$ cat src/rtl/irq_pkg.sv
package irq_pkg;

    localparam int CORE_N   = 3;
    localparam int PERIPH_N = 7;
    localparam int SRC_N    = CORE_N + PERIPH_N;
    localparam int REG_W    = 8;
    localparam int ADDR_W   = 2;

    typedef enum logic [ADDR_W-1:0] {
        SEL_CTRL  = 2'd0,
        SEL_PFLAG = 2'd1,
        SEL_PEN   = 2'd2,
        SEL_NONE  = 2'd3
    } reg_sel_e;

    // Packed order matches the control register bit layout (bit7 first).
    typedef struct packed {
        logic              gie;
        logic              peie;
        logic [CORE_N-1:0] core_en;
        logic [CORE_N-1:0] core_flag;
    } ctrl_t;

    typedef struct packed {
        logic ctrl;
        logic pflag;
        logic pen;
    } wr_dec_t;

    function automatic wr_dec_t decode_write(input logic wr, input logic [ADDR_W-1:0] addr);
        wr_dec_t d;
        d.ctrl  = wr && (addr == SEL_CTRL);
        d.pflag = wr && (addr == SEL_PFLAG);
        d.pen   = wr && (addr == SEL_PEN);
        return d;
    endfunction

    function automatic logic next_gie(input logic cur, input logic ack, input logic ret,
                                      input logic wr, input logic wval);
        if (ack)      return 1'b0;
        else if (ret) return 1'b1;
        else if (wr)  return wval;
        else          return cur;
    endfunction

endpackage

$ cat src/rtl/irq_flag_bank.sv
module irq_flag_bank #(
    parameter int N = 3
) (
    input  logic         clk,
    input  logic         rst,
    input  logic [N-1:0] req,
    input  logic         wr_en,
    input  logic [N-1:0] wr_val,
    output logic [N-1:0] flags
);
    logic [N-1:0] req_q;
    logic [N-1:0] rise;

    assign rise = req & ~req_q;

    always_ff @(posedge clk) begin
        if (rst) begin
            req_q <= '0;
            flags <= '0;
        end else begin
            req_q <= req;
            flags <= (wr_en ? wr_val : flags) | rise;
        end
    end

    for (genvar i = 0; i < N; i++) begin : g_chk
        // a rising request sets the flag on the next edge
        p_rise_sets_r2: assert property (@(posedge clk) disable iff (rst)
            (req[i] && !req_q[i]) |=> flags[i]);
        // a set flag survives unless software writes 0
        p_sticky_r3: assert property (@(posedge clk) disable iff (rst)
            (flags[i] && !(wr_en && !wr_val[i])) |=> flags[i]);
        // a write of 0 with no rising request clears the flag
        p_clear_r3: assert property (@(posedge clk) disable iff (rst)
            (wr_en && !wr_val[i] && !(req[i] && !req_q[i])) |=> !flags[i]);
    end
endmodule

$ cat src/rtl/irq_mask_tree.sv
module irq_mask_tree #(
    parameter int NC = 3,
    parameter int NP = 7
) (
    input  logic          gie,
    input  logic          peie,
    input  logic [NC-1:0] core_en,
    input  logic [NC-1:0] core_flag,
    input  logic [NP-1:0] per_en,
    input  logic [NP-1:0] per_flag,
    output logic          want
);
    logic [NC-1:0] core_hit;
    logic [NP-1:0] per_hit;

    for (genvar i = 0; i < NC; i++) begin : g_core
        assign core_hit[i] = core_en[i] & core_flag[i];
    end
    for (genvar j = 0; j < NP; j++) begin : g_per
        assign per_hit[j] = per_en[j] & per_flag[j];
    end

    assign want = gie & ((|core_hit) | (peie & (|per_hit)));
endmodule

$ cat src/rtl/irq_merge_ctrl.sv
module irq_merge_ctrl
    import irq_pkg::*;
(
    input  logic                clk,
    input  logic                rst,
    input  logic [SRC_N-1:0]    src_req,
    input  logic [ADDR_W-1:0]   reg_addr,
    input  logic                reg_wr,
    input  logic [REG_W-1:0]    reg_wdata,
    output logic [REG_W-1:0]    reg_rdata,
    input  logic                irq_ack,
    input  logic                irq_ret,
    output logic                cpu_irq
);
    localparam int PAD_W = REG_W - PERIPH_N;

    wr_dec_t             wdec;
    ctrl_t               wval;
    ctrl_t               ctrl_view;
    logic                gie_q;
    logic                peie_q;
    logic [CORE_N-1:0]   core_en_q;
    logic [CORE_N-1:0]   core_flags;
    logic [PERIPH_N-1:0] per_en_q;
    logic [PERIPH_N-1:0] per_flags;
    logic                want;

    assign wdec = decode_write(reg_wr, reg_addr);
    assign wval = ctrl_t'(reg_wdata);

    irq_flag_bank #(.N(CORE_N)) u_core_flags (
        .clk    (clk),
        .rst    (rst),
        .req    (src_req[CORE_N-1:0]),
        .wr_en  (wdec.ctrl),
        .wr_val (wval.core_flag),
        .flags  (core_flags)
    );

    irq_flag_bank #(.N(PERIPH_N)) u_per_flags (
        .clk    (clk),
        .rst    (rst),
        .req    (src_req[SRC_N-1:CORE_N]),
        .wr_en  (wdec.pflag),
        .wr_val (reg_wdata[PERIPH_N-1:0]),
        .flags  (per_flags)
    );

    always_ff @(posedge clk) begin
        if (rst) begin
            gie_q     <= 1'b0;
            peie_q    <= 1'b0;
            core_en_q <= '0;
            per_en_q  <= '0;
        end else begin
            gie_q <= next_gie(gie_q, irq_ack, irq_ret, wdec.ctrl, wval.gie);
            if (wdec.ctrl) begin
                peie_q    <= wval.peie;
                core_en_q <= wval.core_en;
            end
            if (wdec.pen) per_en_q <= reg_wdata[PERIPH_N-1:0];
        end
    end

    irq_mask_tree #(.NC(CORE_N), .NP(PERIPH_N)) u_tree (
        .gie       (gie_q),
        .peie      (peie_q),
        .core_en   (core_en_q),
        .core_flag (core_flags),
        .per_en    (per_en_q),
        .per_flag  (per_flags),
        .want      (want)
    );

    always_ff @(posedge clk) begin
        if (rst) cpu_irq <= 1'b0;
        else     cpu_irq <= want;
    end

    always_comb begin
        ctrl_view.gie       = gie_q;
        ctrl_view.peie      = peie_q;
        ctrl_view.core_en   = core_en_q;
        ctrl_view.core_flag = core_flags;
        unique case (reg_sel_e'(reg_addr))
            SEL_CTRL:  reg_rdata = ctrl_view;
            SEL_PFLAG: reg_rdata = {{PAD_W{1'b0}}, per_flags};
            SEL_PEN:   reg_rdata = {{PAD_W{1'b0}}, per_en_q};
            default:   reg_rdata = '0;
        endcase
    end

    // reset leaves no request and no global enable
    p_reset_clear_r1: assert property (@(posedge clk)
        rst |=> (!cpu_irq && !gie_q));
    // acknowledge clears the global enable
    p_ack_gie_r9: assert property (@(posedge clk) disable iff (rst)
        irq_ack |=> !gie_q);
    // return without acknowledge sets it
    p_ret_gie_r9: assert property (@(posedge clk) disable iff (rst)
        (irq_ret && !irq_ack) |=> gie_q);
    // no request unless the global enable was set
    p_irq_gated_r6: assert property (@(posedge clk) disable iff (rst)
        cpu_irq |-> $past(gie_q));
    // with the group enable clear, only core sources may interrupt
    p_periph_gate_r7: assert property (@(posedge clk) disable iff (rst)
        (!peie_q && !(|(core_en_q & core_flags))) |=> !cpu_irq);
endmodule

$ cat config.mk
export PLATFORM = sky130hd
export DESIGN_NAME = irq_merge_ctrl
export DESIGN_NICKNAME = d
export VERILOG_FILES = /design/src/rtl/irq_pkg.sv /design/src/rtl/irq_flag_bank.sv /design/src/rtl/irq_mask_tree.sv /design/src/rtl/irq_merge_ctrl.sv
export SDC_FILE = /design/constraint.sdc
export NUM_CORES = 1
export LEC_CHECK = 0
export ABC_AREA = 0
export BUFFER_PORTS_ARGS = -buffer_cell sky130_fd_sc_hd__buf_2
export CAP_MARGIN = 40
export CORE_UTILIZATION = 45
export CTS_BUF_LIST = sky130_fd_sc_hd__clkbuf_4 sky130_fd_sc_hd__clkbuf_8 sky130_fd_sc_hd__clkbuf_16
export CTS_CLUSTER_SIZE = 25
export DETAILED_ROUTE_END_ITERATION = 10
export PLACE_DENSITY = 0.72
export SLEW_MARGIN = 20
export SYNTH_ARGS = -nofsm -noshare
export SYNTH_HDL_FRONTEND = slang
export SYNTH_SLANG_ARGS = --single-unit
$ cat constraint.sdc
create_clock -name clk -period 1.2 [get_ports clk]
set_clock_uncertainty 0.2 [all_clocks]
set_input_delay 0.06 -clock clk [delete_from_list [all_inputs] [get_ports clk]]
set_output_delay 0.06 -clock clk [all_outputs]
set_load 0.02 [all_outputs]
==> metrics.md <==
| Metric | Value |
|---|---|
| Power Internal | `~1.7 mW` |
| Clock-pin slew on the worst setup and hold paths | `approximately 0.09 ns` |
| Die boundary height | `57.96 um` |
| Area growth, synth to finish | `50.09%` |
| CP endpoint kind | `output port` |
| Number of max-slew violations in the final report | `0` |
| Kind of critical path | `flop to output port` |
| Startpoint of the most critical register-to-register path | `u_per_flags.flags[2]` |
| Synthesis-stage register bit count | `33` |
| Cell at the root of the clock tree | `clkbuf_4` |
| # clock sinks | `33` |
| Routed vias/inst | `around 5.4` |
| Result of the run | `complete, but fails checks` |
| Most repeated cell in the gate-level netlist after synthesis | `dfxtp_1` |
| Buffer levels on the longest clock path | `2` |
| Boundary pin count | `34` |
| Crit path largest cell delay | `between 0.3 and 0.4 ns` |
| Final standard cell utilization of the core | `about three quarters` |
| Sequential area share after synthesis | `46.89%` |
| Power share of the clock group | `~28%` |
| Number of search-and-repair iterations in the first detailed-routing pass | `7` |
| Width of the chip | `just under 60 um` |
| Wire length of the first global-routing pass | `just over 6000 um` |
| Reported max-cap violation count | `0` |
| Number of vias in the routed layout | `roughly 1400` |
| Largest vdd supply drop | `between 0.9 and 1 mV` |
| Global placer's final weighted congestion | `between 0.8 and 0.9` |
| Min setup slack post-route | `-0.1970 ns` |
| Number of global-route vias before repair | `approximately 1300` |
| Relative slew margins | `78.77%` |
| Critical Path Fanout Max | `2` |
| Clk Latency, worst-skew pair | `0.33 ns` |
| DR DRC count | `4` |
| Share of final-layout standard cells stronger than drive strength 1 | `about two fifths` |
| Worst endpoint data arrival time | `1.14 ns` |
| TritonCTS Buffers | `5` |
| Overall routing resource usage | `roughly 25%` |
| Number of unique standard cell types used by synthesis | `22` |
| Post-synth top area cell | `dfxtp_1` |
| Aggregate global routing overflow | `0` |
| Area taken by multi-input logic gates | `695.7 um2` |
| Terminus of the critical flop-to-flop path | `cpu_irq` |
| Mean area per synthesized cell | `~9.5 um2` |
| Maximum level of the CTS H-tree | `2` |
| Post-Syn Nets | `173` |
| Met3 track utilization from global routing | `about 6.5%` |
| Start point of the critical path | `u_per_flags.flags[3]` |
| Detailed placer's ending HPWL | `approximately 2300 um` |
| Prevailing post-synth register cell | `dfxtp_1` |
| Commonest cells in the synthesized netlist | `dfxtp_1 (33), mux2i_1 (22), a21oi_1 (18), nand2_1 (14), nand2b_1 (11)` |
| Nets | `253` |
| Post-DRT Antenna Nets | `0` |
| Termination of the worst setup path | `reg_rdata[3]` |
| Fill cell count | `around 220` |
| Synthesized area | `roughly 0.0014 mm2` |
| Sequential share of power | `between 50% and 60%` |
| Mean routed wirelength per cell | `around 15 um` |
| Number of antenna diodes | `0` |
| Largest net degree at the start of global routing | `19` |
| Met2 Usage GRT | `between 40% and 50%` |
| Met1 global-route usage | `a little under 30%` |
| Time the worst path needs with I/O delays and setup | `about 1.4 ns` |
| Synth top area share | `~47%` |
| Dpl ws | `-0.04007 ns` |
| Pleak | `around 0.95 nW` |
| Setup TNS Final | `-0.8777 ns` |
| Std cell rows | `19` |
| Setup crit start kind | `flop` |
| Setup repair after global routing missed its margin | `yes` |
| Final setup violation count | `9` |
| Cell-by-cell trace of the critical path | `buf_6 > mux2i_1 > o21ai_1 > buf_4` |
| Post-synthesis async set-or-reset flop share | `0%` |
| Worst-case register-to-register setup slack | `-0.07 ns` |
| Count of synthesis-stage warnings from yosys | `0` |
| Overall die area | `roughly 0.0034 mm2` |
| Main area contributors after synthesis | `dfxtp_1 (47%), mux2i_1 (16%), a21oi_1 (6.4%), nand2b_1 (4.9%), nor2b_1 (4.4%)` |
| DRC marker count from the first detailed-route iteration | `between 70 and 80` |
| Switching part of the total power | `roughly a quarter` |
| Failing checks | `design-rule violations, negative setup slack` |
| Net load switching power | `about 0.56 mW` |
| Sequential cell area | `679.4 um2` |
| Power per cell area | `roughly 1100 mW/mm2` |
| Final Routed Wirelength | `about 3800 um` |
| Share of the cycle needed by the critical path after routing | `116.4%` |
| Worst Max-Slew Pin Slew | `0.3184 ns` |
| Combinational group share of total power | `between 10% and 20%` |
| Number of instances in the synthesized netlist | `around 150` |
| Initial Utilization | `just under 50%` |
| Path type of the worst min-delay path | `primary input to flop` |
| Busiest layer in global routing | `met2` |
| Antenna violations before repair | `0` |
| EDFF count, synth | `0` |
| # port buffers | `33` |
| Final hold slack | `around 0.075 ns` |
| Logic depth of the worst register-to-register path | `4` |
| FMAX | `approximately 0.72 GHz` |
| Req. time, crit path | `between 0.9 and 1 ns` |
| Core box area | `~0.0029 mm2` |
| Max stage delay cell, worst path | `dfxtp_2` |
| Power, Total | `2.274 mW` |
| CTS tree | `yes` |
| Final hold viol count | `0` |
repair_timing:
item                                    CTS  global route
endpoints found under the setup margin    9            16
hold buffers                             22             2
pin swaps                                 6             3
gates resized for setup                  32             3
buffers inserted                         11             2
hold endpoints to repair                 32             3
power by group through the flow:
stage	Clock (mW)	Sequential [mW]	Combinational, mW
floorplan	0	1.21	0.184
global placement	0	1.22	0.292
detailed placement	0	1.22	0.302
CTS	0.656	1.19	0.418
global route	0.709	1.20	0.477
finish	0.633	1.20	0.444
final cells by class:
type / instances / share of cell area (%)
Tap cell: 31 / 1.834
Sequential cell: 33 / 32.13
Multi-Input combinational cell: 104 / 32.90
Clock buffer: 8 / 2.840
Inverter: 2 / 0.3550
Timing Repair Buffer: 82 / 29.94
cell usage in the layout, fill, tap and decap left out:
cell type,n
dlygate4sd3_1,23
a22oi_2,1
nor2b_2,1
buf_2,27
nand2b_1,11
nor2b_1,10
nand3_1,7
nand2_1,14
buf_12,1
buf_4,27
clkbuf_4,8
buf_6,4
nor3b_2,1
mux2i_1,22
a22oi_1,1
a211oi_2,1
inv_1,2
nor2_1,4
o21ai_1,7
dfxtp_1,18
a21oi_1,18
a31o_2,1
dfxtp_2,15
nand3b_1,2
nor3b_4,1
a222oi_1,2
flip-flops by register name (all words and copies together) (netlist names):
register            cells
per_en_q                7
cpu_irq                 1
peie_q                  1
u_core_flags.req_q      3
core_en_q               3
u_core_flags.flags      3
u_per_flags.flags       7
gie_q                   1
u_per_flags.req_q       7
critical path: cells and delay by family, from the launching register on:
kind	cells	cell delay, ns
AO/OA/AOI/OAI	1	0.08
buffers and inverters	2	0.27
multiplexers	1	0.13
flip-flops	1	0.34
kinds of logic after synthesis:
group                  after synthesis  share of synthesized area, %
AND/OR/NAND/NOR                     51                         19.72
flip-flops                          33                         46.89
AO/OA/AOI/OAI                       31                         12.88
multiplexers                        22                         15.63
buffers and inverters               11                         4.884
metal layers:
metal | vias up | part of all wire, %
met4 | 0 | 1.4
met1 | 664 | 42
met3 | 9 | 6.7
met2 | 61 | 50
met5 | - | 0
li1 | 670 | -
how the worst min path moves through the flow:
stage                     start     endpoint  slack [ns]  cells past startpoint
finish              reg_addr[0]  per_en_q[6]        0.08                      5
global route        reg_addr[0]  per_en_q[6]        0.09                      5
CTS                 reg_addr[0]  per_en_q[3]        0.06                      5
detailed placement      irq_ack        gie_q        0.03                      2
global placement        irq_ack        gie_q        0.02                      2
floorplan               irq_ack        gie_q       -0.08                      1
through the flow:
stage | cell area [um2] | std cells
2_1_floorplan | 1409 | 148
4_1_cts | 2082 | 257
3_3_place_gp | 1662 | 216
3_5_place_dp | 1662 | 216
6_report | 2115 | 260
5_1_grt | 2115 | 260
Note: power is estimated with default switching activity, not from simulation.
